--- src/rtl/tapmon_pkg.sv ---
package tapmon_pkg;

    typedef enum logic [3:0] {
        TS_RESET      = 4'd0,
        TS_IDLE       = 4'd1,
        TS_DR_SELECT  = 4'd2,
        TS_DR_CAPTURE = 4'd3,
        TS_DR_SHIFT   = 4'd4,
        TS_DR_EXIT1   = 4'd5,
        TS_DR_PAUSE   = 4'd6,
        TS_DR_EXIT2   = 4'd7,
        TS_DR_UPDATE  = 4'd8,
        TS_IR_SELECT  = 4'd9,
        TS_IR_CAPTURE = 4'd10,
        TS_IR_SHIFT   = 4'd11,
        TS_IR_EXIT1   = 4'd12,
        TS_IR_PAUSE   = 4'd13,
        TS_IR_EXIT2   = 4'd14,
        TS_IR_UPDATE  = 4'd15
    } tap_state_e;

    // Positions of the observed wires in the synchroniser bundle
    localparam int NPINS    = 4;
    localparam int PIN_CK   = 0;
    localparam int PIN_MODE = 1;
    localparam int PIN_DIN  = 2;
    localparam int PIN_DOUT = 3;

    function automatic tap_state_e tap_step(tap_state_e s, logic m);
        tap_state_e n;
        unique case (s)
            TS_RESET:      n = m ? TS_RESET     : TS_IDLE;
            TS_IDLE:       n = m ? TS_DR_SELECT : TS_IDLE;
            TS_DR_SELECT:  n = m ? TS_IR_SELECT : TS_DR_CAPTURE;
            TS_DR_CAPTURE: n = m ? TS_DR_EXIT1  : TS_DR_SHIFT;
            TS_DR_SHIFT:   n = m ? TS_DR_EXIT1  : TS_DR_SHIFT;
            TS_DR_EXIT1:   n = m ? TS_DR_UPDATE : TS_DR_PAUSE;
            TS_DR_PAUSE:   n = m ? TS_DR_EXIT2  : TS_DR_PAUSE;
            TS_DR_EXIT2:   n = m ? TS_DR_UPDATE : TS_DR_SHIFT;
            TS_DR_UPDATE:  n = m ? TS_DR_SELECT : TS_IDLE;
            TS_IR_SELECT:  n = m ? TS_RESET     : TS_IR_CAPTURE;
            TS_IR_CAPTURE: n = m ? TS_IR_EXIT1  : TS_IR_SHIFT;
            TS_IR_SHIFT:   n = m ? TS_IR_EXIT1  : TS_IR_SHIFT;
            TS_IR_EXIT1:   n = m ? TS_IR_UPDATE : TS_IR_PAUSE;
            TS_IR_PAUSE:   n = m ? TS_IR_EXIT2  : TS_IR_PAUSE;
            TS_IR_EXIT2:   n = m ? TS_IR_UPDATE : TS_IR_SHIFT;
            default:       n = m ? TS_DR_SELECT : TS_IDLE;
        endcase
        return n;
    endfunction

    function automatic logic is_shift(tap_state_e s);
        return (s == TS_DR_SHIFT) || (s == TS_IR_SHIFT);
    endfunction

    function automatic logic is_exit1(tap_state_e s);
        return (s == TS_DR_EXIT1) || (s == TS_IR_EXIT1);
    endfunction

    function automatic logic is_ir_branch(tap_state_e s);
        return s >= TS_IR_SELECT;
    endfunction

endpackage

--- src/rtl/tapmon_sync.sv ---
// Brings the observed port wires into the system clock domain and flags
// test-clock rising edges from the synchronised samples.
module tapmon_sync #(
    parameter int STAGES = 2,
    parameter int NPINS  = 4,
    parameter int CK_IDX = 0
) (
    input  logic             clk_i,
    input  logic             rst_i,
    input  logic [NPINS-1:0] pins_i,
    output logic [NPINS-1:0] synced_o,
    output logic             rise_o
);

    for (genvar g = 0; g < NPINS; g++) begin : g_lane
        logic [STAGES-1:0] chain_d, chain_q;

        always_comb begin
            chain_d = {chain_q[STAGES-2:0], pins_i[g]};
        end

        always_ff @(posedge clk_i) begin
            if (rst_i) chain_q <= '0;
            else       chain_q <= chain_d;
        end

        assign synced_o[g] = chain_q[STAGES-1];
    end

    typedef struct packed {
        logic ck_prev;
    } edge_t;

    edge_t edge_d, edge_q;

    always_comb begin
        edge_d         = edge_q;
        edge_d.ck_prev = synced_o[CK_IDX];
    end

    always_ff @(posedge clk_i) begin
        if (rst_i) edge_q <= '0;
        else       edge_q <= edge_d;
    end

    assign rise_o = synced_o[CK_IDX] & ~edge_q.ck_prev;

endmodule

--- src/rtl/tapmon_track.sv ---
// TAP state follower with first-edge suppression of the update pulse.
module tapmon_track
    import tapmon_pkg::*;
(
    input  logic       clk_i,
    input  logic       rst_i,
    input  logic       rise_i,
    input  logic       mode_i,
    output tap_state_e cur_o,
    output tap_state_e nxt_o,
    output logic       vld_o
);

    typedef struct packed {
        tap_state_e st;
        logic       armed;
        logic       vld;
    } track_t;

    localparam track_t TRACK_RST = '{st: TS_IDLE, armed: 1'b1, vld: 1'b0};

    track_t trk_d, trk_q;

    always_comb begin
        trk_d     = trk_q;
        trk_d.vld = 1'b0;
        if (rise_i) begin
            trk_d.st    = tap_step(trk_q.st, mode_i);
            trk_d.vld   = ~trk_q.armed;
            trk_d.armed = 1'b0;
        end
    end

    always_ff @(posedge clk_i) begin
        if (rst_i) trk_q <= TRACK_RST;
        else       trk_q <= trk_d;
    end

    assign cur_o = trk_q.st;
    assign nxt_o = trk_d.st;
    assign vld_o = trk_q.vld;

endmodule

--- src/rtl/tapmon_collect.sv ---
// Gathers shifted bits and presents a finished scan on the Shift->Exit1 edge.
module tapmon_collect
    import tapmon_pkg::*;
#(
    parameter int MAXBITS = 64,
    localparam int CW = $clog2(MAXBITS + 1),
    localparam int IW = (MAXBITS > 1) ? $clog2(MAXBITS) : 1
) (
    input  logic               clk_i,
    input  logic               rst_i,
    input  logic               rise_i,
    input  tap_state_e         cur_i,
    input  tap_state_e         nxt_i,
    input  logic               din_i,
    input  logic               dout_i,
    output logic               done_o,
    output logic               ir_o,
    output logic [MAXBITS-1:0] din_vec_o,
    output logic [MAXBITS-1:0] dout_vec_o,
    output logic [CW-1:0]      cnt_o,
    output logic               ovf_o
);

    typedef struct packed {
        logic [MAXBITS-1:0] acc_in;
        logic [MAXBITS-1:0] acc_out;
        logic [CW-1:0]      acc_cnt;
        logic               acc_ovf;
        logic [MAXBITS-1:0] res_in;
        logic [MAXBITS-1:0] res_out;
        logic [CW-1:0]      res_cnt;
        logic               res_ovf;
        logic               res_ir;
        logic               done;
    } coll_t;

    coll_t col_d, col_q;
    logic  has_room;
    logic  finishing;

    assign has_room  = col_q.acc_cnt < CW'(MAXBITS);
    assign finishing = is_shift(cur_i) && is_exit1(nxt_i);

    always_comb begin
        col_d      = col_q;
        col_d.done = 1'b0;
        if (rise_i) begin
            if (is_shift(nxt_i)) begin
                if (has_room) begin
                    col_d.acc_in[col_q.acc_cnt[IW-1:0]]  = din_i;
                    col_d.acc_out[col_q.acc_cnt[IW-1:0]] = dout_i;
                    col_d.acc_cnt = col_q.acc_cnt + CW'(1);
                end else begin
                    col_d.acc_ovf = 1'b1;
                end
            end
            if (finishing) begin
                col_d.res_in  = col_q.acc_in;
                col_d.res_out = col_q.acc_out;
                col_d.res_cnt = col_q.acc_cnt;
                col_d.res_ovf = col_q.acc_ovf;
                col_d.res_ir  = is_ir_branch(nxt_i);
                col_d.done    = 1'b1;
                col_d.acc_in  = '0;
                col_d.acc_out = '0;
                col_d.acc_cnt = '0;
                col_d.acc_ovf = 1'b0;
            end
        end
    end

    always_ff @(posedge clk_i) begin
        if (rst_i) col_q <= '0;
        else       col_q <= col_d;
    end

    assign done_o     = col_q.done;
    assign ir_o       = col_q.res_ir;
    assign din_vec_o  = col_q.res_in;
    assign dout_vec_o = col_q.res_out;
    assign cnt_o      = col_q.res_cnt;
    assign ovf_o      = col_q.res_ovf;

endmodule

--- src/rtl/tapmon_top.sv ---
// Passive observer of a JTAG test port.
module tapmon_top
    import tapmon_pkg::*;
#(
    parameter int MAXBITS = 64
) (
    input  logic                         clk_i,
    input  logic                         rst_i,
    input  logic                         probe_clk_i,
    input  logic                         probe_mode_i,
    input  logic                         probe_din_i,
    input  logic                         probe_dout_i,
    output logic [3:0]                   state_o,
    output logic                         state_vld_o,
    output logic                         scan_vld_o,
    output logic                         scan_ir_o,
    output logic [MAXBITS-1:0]           scan_din_o,
    output logic [MAXBITS-1:0]           scan_dout_o,
    output logic [$clog2(MAXBITS+1)-1:0] scan_cnt_o,
    output logic                         scan_ovf_o
);

    logic [NPINS-1:0] raw_pins;
    logic [NPINS-1:0] synced;
    logic             rise;
    tap_state_e       cur_st, nxt_st;

    always_comb begin
        raw_pins           = '0;
        raw_pins[PIN_CK]   = probe_clk_i;
        raw_pins[PIN_MODE] = probe_mode_i;
        raw_pins[PIN_DIN]  = probe_din_i;
        raw_pins[PIN_DOUT] = probe_dout_i;
    end

    tapmon_sync #(
        .STAGES (2),
        .NPINS  (NPINS),
        .CK_IDX (PIN_CK)
    ) sync_i (
        .clk_i    (clk_i),
        .rst_i    (rst_i),
        .pins_i   (raw_pins),
        .synced_o (synced),
        .rise_o   (rise)
    );

    tapmon_track track_i (
        .clk_i  (clk_i),
        .rst_i  (rst_i),
        .rise_i (rise),
        .mode_i (synced[PIN_MODE]),
        .cur_o  (cur_st),
        .nxt_o  (nxt_st),
        .vld_o  (state_vld_o)
    );

    tapmon_collect #(
        .MAXBITS (MAXBITS)
    ) collect_i (
        .clk_i      (clk_i),
        .rst_i      (rst_i),
        .rise_i     (rise),
        .cur_i      (cur_st),
        .nxt_i      (nxt_st),
        .din_i      (synced[PIN_DIN]),
        .dout_i     (synced[PIN_DOUT]),
        .done_o     (scan_vld_o),
        .ir_o       (scan_ir_o),
        .din_vec_o  (scan_din_o),
        .dout_vec_o (scan_dout_o),
        .cnt_o      (scan_cnt_o),
        .ovf_o      (scan_ovf_o)
    );

    assign state_o = cur_st;

endmodule

--- config.mk ---
export PLATFORM = sky130hd
export DESIGN_NAME = tapmon_top
export DESIGN_NICKNAME = d
export VERILOG_FILES = /design/src/rtl/tapmon_pkg.sv /design/src/rtl/tapmon_sync.sv /design/src/rtl/tapmon_track.sv /design/src/rtl/tapmon_collect.sv /design/src/rtl/tapmon_top.sv
export SDC_FILE = /design/constraint.sdc
export NUM_CORES = 1
export LEC_CHECK = 0
export BUFFER_PORTS_ARGS = -buffer_cell sky130_fd_sc_hd__buf_2
export CAP_MARGIN = 20
export CORE_MARGIN = 2
export CORE_UTILIZATION = 58
export DETAILED_ROUTE_END_ITERATION = 10
export PLACE_DENSITY = 0.8
export SLEW_MARGIN = 5
export SYNTH_ARGS = -nofsm -noshare
export SYNTH_HDL_FRONTEND = slang
export SYNTH_HIERARCHICAL = 1
export SYNTH_SLANG_ARGS = --single-unit
--- constraint.sdc ---
create_clock -name clk_i -period 3.8 [get_ports clk_i]
set_input_delay 0.19 -clock clk_i [delete_from_list [all_inputs] [get_ports clk_i]]
set_output_delay 0.19 -clock clk_i [all_outputs]
set_load 0.02 [all_outputs]
After elaboration in Yosys (flattened, before gate mapping)

Cells that the tools add are included.

Bits in registers: 289
Output and inout bits: 143
Word-level logic and storage cells: 80

$add $sub $neg: 1
Magnitude comparators: 4
Equality and inequality tests: 17
Muxes and demuxes: 22
Bitwise gates (word level): 4
Reductions and logical operators: 14

Operators with widths:

| cell                                                                                | number |
|---|---|
| 274-bit 2-to-1 mux                                                                  | 1 |
| 136-bit 2-to-1 mux                                                                  | 1 |
| 135-bit 2-to-1 mux                                                                  | 1 |
| 64-bit bitwise mux                                                                  | 2 |
| 4-bit case mux with 11 select lines                                                 | 1 |
| 4-bit == test, second input constant                                                | 8 |
| 4-bit by 3-bit == test with 1-bit output, second input constant                     | 6 |
| 4-bit 2-to-1 mux                                                                    | 4 |
| 4-bit by 2-bit == test with 1-bit output, second input constant                     | 2 |
| 7-bit by 1-bit adder with 7-bit output, second input constant                       | 1 |
| 6-bit by 7-bit < comparator with 1-bit output, second input constant                | 1 |
| 7-bit < comparator, second input constant                                           | 1 |
| 1-bit demux with 6-bit select                                                       | 1 |
| 6-bit by 1-bit greater-or-equal comparator with 1-bit output, second input constant | 1 |
| 2-bit 2-to-1 mux                                                                    | 3 |
| 3-bit 2-to-1 mux                                                                    | 2 |
| 6-bit 2-to-1 mux                                                                    | 1 |
| 3-bit AND reduction                                                                 | 2 |
| 2-bit OR reduction                                                                  | 3 |
| 1-bit 2-to-1 mux                                                                    | 5 |
| 4-bit greater-or-equal comparator, second input constant                            | 1 |
| 4-bit zero test                                                                     | 1 |
| 2-bit nonzero test                                                                  | 2 |
| 1-bit logical OR                                                                    | 3 |
| 5 further kinds                                                                     | 8 |

Longest topological paths before layout

Gate-level depths: netlist of run 1.

Depth in word-level cells: 9
Depth in mapped cells: 13
Gate-level depth less buffers: 10

Modules after synthesis

The synthesis of run 1 kept the hierarchy.

Modules (own cells, without submodules):

| module         | times used | cells each | area each (sq um) | sequential area each (sq um) |
|---|---|---|---|---|
| tapmon_collect | 1          | 1375       | 11491.0           | 5485.3 |
| tapmon_track   | 1          | 56         | 475.5             | 120.1 |
| tapmon_sync    | 1          | 23         | 272.8             | 180.2 |

Worst setup path after synthesis of run 1

OpenSTA, ideal clock, no wires.

Kind: register to register
Start point: register sync_i.g_lane[0].chain_q[1]
End point: register collect_i/col_q[196] in the netlist's numbering
Arrival time: 2.788 ns
Slack: 0.944 ns
Stages on the path, launching flop included: 12
Buffers on the path: 2
Path through: dfxtp_1 -> nor2b_1 -> buf_2 -> inv_1 -> a22oi_1 -> a31oi_1 -> or4b_4 -> nand2_4 -> nand2b_4 -> or3_4 -> buf_6 -> o21ai_2

Word-level cells in the longest chain between the ends: 7

Ends and longest elaborated chain:

| element                                                                          | line                 | text |
|---|---|---|
| start, declared                                                                  | tapmon_sync.sv:16    | `logic [STAGES-1:0] chain_d, chain_q;` |
| start signal, assigned                                                           | tapmon_sync.sv:24    | `else chain_q <= chain_d;` |
| 1-bit AND (*)                                                                    | tapmon_sync.sv:46    | `assign rise_o = synced_o[CK_IDX] & ~edge_q.ck_prev;` |
| net rise                                                                         | tapmon_top.sv:25     | `logic rise;` |
| 6-bit 2-to-1 mux (*)                                                             | tapmon_track.sv:27   | `if (rise_i) begin` |
| net nxt_st[1]                                                                    | tapmon_top.sv:26     | `tap_state_e cur_st, nxt_st;` |
| 4-bit by 3-bit == test with 1-bit output / 4-bit == test (equally long branches) | tapmon_pkg.sv:57     | `return (s == TS_DR_EXIT1) \|\| (s == TS_IR_EXIT1);` |
| 1-bit logical OR                                                                 | tapmon_pkg.sv:57     |  |
| 1-bit logical AND                                                                | tapmon_collect.sv:42 | `assign finishing = is_shift(cur_i) && is_exit1(nxt_i);` |
| 2-bit nonzero test (no source line)                                              | n/a                  |  |
| 3-bit AND reduction (no source line)                                             | n/a                  |  |
| end signal, assigned                                                             | tapmon_collect.sv:74 | `else col_q <= col_d;` |
| end, declared                                                                    | tapmon_collect.sv:37 | `coll_t col_d, col_q;` |

The timed path passes the listed nets; every way through them passes the cells marked *.
A chain may end at the register's enable or synchronous reset.

Worst setup path after layout of run 1

Start point: register sync_i.g_lane[0].chain_q[1]
End point: register collect_i/col_q[157] in the netlist's numbering

Same word-level chain as after synthesis.

==> metrics, run 1 <==
vias in the first global route 9202; Highest Clock Rate 0.297 GHz; Critical Path Start sync_i/g_lane[0].chain_q[1]; Yosys warnings 6; skew final 0.0116 ns; crit start category register; FF-to-FF Start sync_i/g_lane[0].chain_q[1]; P per Cell Area 492 mW/mm^2; final hold slack 0.223 ns; ratio of cells with drive above 1 in the final layout 17.4%; min Tclk post-route 3.36 ns; crit path DAT 3.85 ns; Final ANT Viol Nets 0; die area 0.0223 mm^2; clock root cell clkbuf_16; crit-path max cell delay 0.61 ns; Die X 149 um; crit-path cells nor2b_1, inv_1, a22oi_1, a31oi_1, or4b_4, a21oi_4, nand3_1, nor2_2, a32o_1; Initial Util 58.6%; Worst Hold Class in2reg; Total Neg Setup Slack 0 ns; Post-CTS Resized 0; routability cong. 0.862; Post-Syn Instances 1453; Die Ht 149 um; Initial DRT Pass Iterations 6; pin count of the biggest net entering global routing 139; Clock Latency Late Sink 0.55 ns; Critical Path Sink Type register; antenna violations before repair 0; Req. time, crit path 4.29 ns; DR iter-0 viols 1155; endpoints failing setup 0; Final period util 88.5%; # clock sinks 289; Core ar. 0.0209 mm^2; GRT Resource Usage Total 26.8%; drt drc 0; Row Count 53; Antenna Cells 0; Power Internal 5.19 mW; RSZ-0062 raised after global routing no; sw frac 19.3%; post-DP HPWL 18900 um; CTS Buf Count 29; Vias/cell 5.91; total congestion overflow 0; Hold Crit Depth 2; Leak Pwr 4.84 nW; nets 1403; R2R cell count 9; Clock Pin Slew Worst Setup and Hold Paths 0.06 ns; CP max stage cell or4b_4; Vias 10018; Wirelength per Cell 18.1 um; Crit Path Max Fanout 11; Seq pwr share 47.2%; Max-cap violations 0; worst-margin pin slew 1.02 ns; Synth Cell Area 0.0122 mm^2; HP Start rst_i; Switch Pwr 1.25 mW; status finished clean; Worst VDD drop 0.354 mV; clk buf depth 3; Port Buffers 148; Slew Limit Headroom 31.9%; global-route wire length before repair 48400 um; Routed WL 30600 um; clock power share 51.3%; fin. max-slew vios 0; endpoints failing hold 0; syn_nets 1460; worst setup path class reg2reg; area delta synth->final 7.05%; synthesized area per cell 8.42 um^2; H-tree depth 1; Top Ports 149; CTS tree yes; combinational share of power 1.5%
-- worst paths after layout --
kind	endpoint	slack, ns
hold reg to reg	sync_i/g_lane[1].chain_q[1]	0.44
setup / recovery	collect_i/col_q[157]	0.44
hold / removal	sync_i/g_lane[2].chain_q[0]	0.22
setup reg to reg	collect_i/col_q[157]	0.44
-- cell type report --
type	count	area (um^2)
Clock buffer	37	816
Clock inverter	17	318
Fill cell	1809	7790
Inverter	1	3.75
Multi-Input combinational cell	909	4910
Sequential cell	289	5790
Tap cell	275	344
Timing Repair Buffer	166	917
-- layout by cell type, fill, tap and decap left out, types with 4 or more instances in the layout --
cell type	instances
clkbuf_16	29
and2_1	4
nand3_2	5
nor3_1	23
nand2b_1	12
dlygate4sd3_1	4
o22ai_1	35
nor2b_1	20
buf_4	12
o21ai_0	89
nand3_1	5
clkbuf_8	6
o2bb2ai_1	33
nand3b_1	70
a22o_1	23
buf_2	147
dfxtp_1	289
nand2_1	305
a21oi_1	175
bufinv_16	9
a31oi_1	6
clkinv_2	6
o21ai_2	8
nor2_1	35
-- routing by layer --
layer	global-route usage, %	vias to the layer above	wire, um
li1	-	4735	-
met3	4.31	69	2630
met1	37.5	4733	13200
met5	0	-	0
met2	42.2	481	13800
met4	9.14	0	869
-- stage by stage --
| step | setup WS, ns | cell area (um^2) | total power [mW] | util, % | cells |
|---|---|---|---|---|---|
| CTS | 0.553 | 13100 | 6.47 | 62.7 | 1694 |
| floorplan | 0.968 | 12200 | 3.18 | - | 1453 |
| detailed placement | 0.581 | 11900 | 3.20 | 57.1 | 1636 |
| finish | 0.437 | 13100 | 6.44 | 62.7 | 1694 |
| global route | 0.135 | 13100 | 6.61 | 62.7 | 1694 |
| global placement | 0.702 | 11900 | 3.20 | 57.1 | 1636 |
-- repair_timing --
| item | 4_1_cts | 5_1_grt |
|---|---|---|
| endpoints found under the hold margin | 4 | 0 |
| hold buffers | 4 | 0 |
| buffers inserted | 0 | 0 |
-- power by group through the flow --
stage	Clock (mW)	Combinational, mW	Sequential, mW
6_report	3.30	0.0948	3.04
3_5_place_dp	0	0.0899	3.11
5_1_grt	3.47	0.103	3.04
3_3_place_gp	0	0.0888	3.11
2_1_floorplan	0	0.0779	3.10
4_1_cts	3.34	0.0930	3.04
-- flip-flops by register name (all words and copies together) (netlist names) --
register / cells
collect_i/ir_o: 1
sync_i/g_lane.chain_q: 8
track_i/trk_q: 1
collect_i/cnt_o: 7
track_i/vld_o: 1
collect_i/col_q: 136
collect_i/din_vec_o: 64
collect_i/ovf_o: 1
collect_i/done_o: 1
track_i/cur_o: 4
collect_i/dout_vec_o: 64
sync_i/edge_q: 1
-- worst max-delay path: cells and delay by family, from the launching register on --
kind | cells | cell delay [ns]
buffers and inverters | 1 | 0.18
and+or+nand+nor | 4 | 1.77
AOI/OAI and AO/OA | 4 | 1.02
DFF | 1 | 0.31
No activity file was read; power rests on OpenSTA's default activity.
==> run 2: changes to the inputs <==
CORE_UTILIZATION = 57   (was 58)
PLACE_DENSITY = 0.79   (was 0.8)
SLEW_MARGIN = 20   (was 5)
SYNTH_HIERARCHICAL = default   (was 1)
==> metrics, run 2 <==
worst setup margin 0.958 ns (+0.521 ns); combinational share of power 1.5% (about the same); dominant synthesized flop cell dfxtp_1; Initial Util 58.4% (-0.12 points); Wirelength per Cell 16.4 um (-9.2%); syn_nets 1321 (-9.5%); endpoints failing hold 0 (unchanged); endpoints failing setup 0 (unchanged); antenna violations before repair 0 (unchanged); Final period util 74.8% (-14 points); Yosys warnings 0 (-6); EDFF count, synth 0; Clock Latency Late Sink 0.53 ns (-0.02 ns); min Tclk post-route 2.84 ns (-0.521 ns); total congestion overflow 0 (unchanged); top cells by area, synth dfxtp_1 (51%), nand2_1 (11%), buf_4 (9.2%); adder and majority cell fraction of the synthesized area 0.109%; Switch Pwr 1.21 mW (-2.7%); sw frac 20.0% (+0.66 points); Hold Crit Depth 2 (unchanged); Worst Hold Class in2reg; Setup Fix Bufs, Post-CTS 0 (unchanged); Die Ht 146 um (-2.3%); Yosys top cell area share 50.5%; Slew Limit Headroom 29.7% (-2.2 points); skew final 0.00940 ns (-0.00223 ns); Crit Path Max Fanout 48 (+37); largest family of logic cells by synthesized area compound AO/OA/AOI/OAI gates; CP max stage cell nand2_2; worst setup path class reg2reg; Final ANT Viol Nets 0 (unchanged); crit-path max cell delay 0.68 ns (+0.07 ns); Synth Cell Area 0.0114 mm^2 (-6.4%); CTS tree yes; status finished clean; max reg flops 136 (unchanged); Vias 8704 (-13%); synthesized area per cell 8.71 um^2 (+3.5%); Final Instance Area 0.0123 mm^2 (-6.3%); Antenna Cells 0 (unchanged); Max-cap violations 0 (unchanged); RSZ-0062 raised after global routing no; Critical Path Sink Type register; Port Buffers 148 (unchanged); worst-margin pin slew 1.05 ns (+0.0286 ns); GRT Resource Usage Total 23.2% (-3.6 points); post-layout util 62.6% (-0.066 points); H-tree depth 1 (unchanged); Vias/cell 5.62 (-5.0%); most common cell after layout, fill and taps aside nand2_1; Clock Pin Slew Worst Setup and Hold Paths 0.06 ns (about the same); Synth Area in Compound Gates 20.9%; Top Ports 149 (unchanged); routability cong. 0.816 (-5.3%); post-synthesis mux area share 0.0984%; Leak Pwr 4.50 nW (-7.0%); crit path DAT 3.27 ns (-0.58 ns); commonest cells in the synthesized netlist nand2_1 (327), dfxtp_1 (289), a21oi_1 (159); crit start category register; Post-CTS Resized 0 (unchanged); Total Neg Setup Slack 0 ns (unchanged); register area share after synthesis 50.5%; Post-Synth XOR/XNOR Area 0.230%; ratio of cells with drive above 1 in the final layout 17.3% (-0.13 points); # clock sinks 289 (unchanged); crit-path cells nor4b_2, o21ai_0, a21oi_1, nand2_2, o2bb2ai_1; vias in the first global route 8195 (-11%); Initial DRT Pass Iterations 6 (unchanged); filler instances 1668 (-7.8%); post-synthesis register bit count 289; Top reg by flops collect_i.col_q; Routed WL 25400 um (-17%); Post-Syn Instances 1314 (-9.6%); number of distinct library cells after synthesis 42; area delta synth->final 7.15% (about the same); die area 0.0212 mm^2 (-4.6%); P per Cell Area 494 mW/mm^2 (+0.46%); global-route wire length before repair 41600 um (-14%); Power Internal 4.85 mW (-6.6%); Highest Clock Rate 0.352 GHz (+18%); Async SR Flop Fraction 0%; Die X 146 um (-2.3%); Core ar. 0.0196 mm^2 (-6.2%); post-DP HPWL 15700 um (-17%); Post-Place Cell Area 0.0112 mm^2 (-5.8%); simple-gate area share of the yosys netlist 15.2%; clock power share 48.4% (-2.9 points); Crit. path cell count 5 (-4); CP Buf/Inv Count 0 (-1); DR iter-0 viols 636 (-45%); fin. max-slew vios 0 (unchanged); clock root cell clkbuf_16; dpl ws 1.02 ns (+0.443 ns); nets 1272 (-9.3%); Worst VDD drop 0.377 mV (+6.6%); most frequent cells in the layout nand2_1 (325), dfxtp_1 (289), a21oi_1 (159); top-count cell post-synth nand2_1; drt drc 0 (unchanged); Seq pwr share 50.1% (+2.9 points); Top Family by Delay on Critical Path simple AND/OR/NAND/NOR gates; clk buf depth 3 (unchanged); pin count of the biggest net entering global routing 138 (-0.72%); Row Count 51 (-3.8%); CTS Buf Count 29 (unchanged); R2R cell count 5 (-4); area leader, netlist dfxtp_1; Req. time, crit path 4.23 ns (-0.06 ns)
## run 2: worst paths after layout
| check | to | startpoint | slack (ns) |
|---|---|---|---|
| worst max-delay path | collect_i.col_q[157] | track_i.cur_o[2] | 0.96 |
| worst min-delay path | sync_i.g_lane[3].chain_q[0] | rst_i | 0.17 |
| worst max register to register | collect_i.col_q[157] | track_i.cur_o[2] | 0.96 |
| worst min register to register | track_i.vld_o | track_i.trk_q[1] | 0.43 |
## run 2: worst reg2reg max path, cell delays in order (launching register included)
cell	delay (ns)
dfxtp_1	0.53
nor4b_2	0.46
o21ai_0	0.16
a21oi_1	0.45
nand2_2	0.68
o2bb2ai_1	0.46
## run 2: kinds of logic after synthesis
| kind of cell | Yosys count |
|---|---|
| compound gates | 360 |
| fa+ha+maj | 1 |
| simple gates | 416 |
| flops | 289 |
| mux | 1 |
| buf+inv | 244 |
| xor+xnor | 3 |
## run 2: layout make-up
| type | instances | area, um^2 | share of cell area, % |
|---|---|---|---|
| well taps | 265 | 332 | 2.70 |
| inverters | 2 | 7.51 | 0.0612 |
| repair buffers | 162 | 896 | 7.30 |
| clock inverters | 10 | 161 | 1.32 |
| flip-flops and latches | 289 | 5790 | 47.2 |
| multi-input cells | 781 | 4250 | 34.7 |
| clock buffers | 41 | 831 | 6.77 |
## run 2: per-stage QoR
stage,total power [mW],std cells,hold WS (ns)
after CTS,6.10,1550,0.164
after detailed placement,3.19,1495,0.410
after floorplan,3.17,1314,0.318
after global placement,3.19,1495,0.401
after global routing,6.23,1550,0.208
final,6.06,1550,0.169
## run 2: metal layers
layer	vias up	wire (um)	GRT usage [%]
li1	4266	-	-
met1	4118	11400	32.3
met2	276	12000	37.7
met3	44	1460	3.67
met4	0	544	6.18
met5	-	0	0
## run 2: power by group through the flow
stage          clock [mW]  combinational, mW  sequential [mW]
2_1_floorplan           0             0.0690             3.10
3_3_place_gp            0             0.0840             3.11
3_5_place_dp            0             0.0861             3.11
4_1_cts              2.97             0.0894             3.04
5_1_grt              3.10             0.0997             3.04
6_report             2.93             0.0894             3.04
## run 2: repair_timing
action                                  CTS  global route
endpoints found under the hold margin     4             0
endpoints found under the setup margin    0             0
hold buffers                              4             0
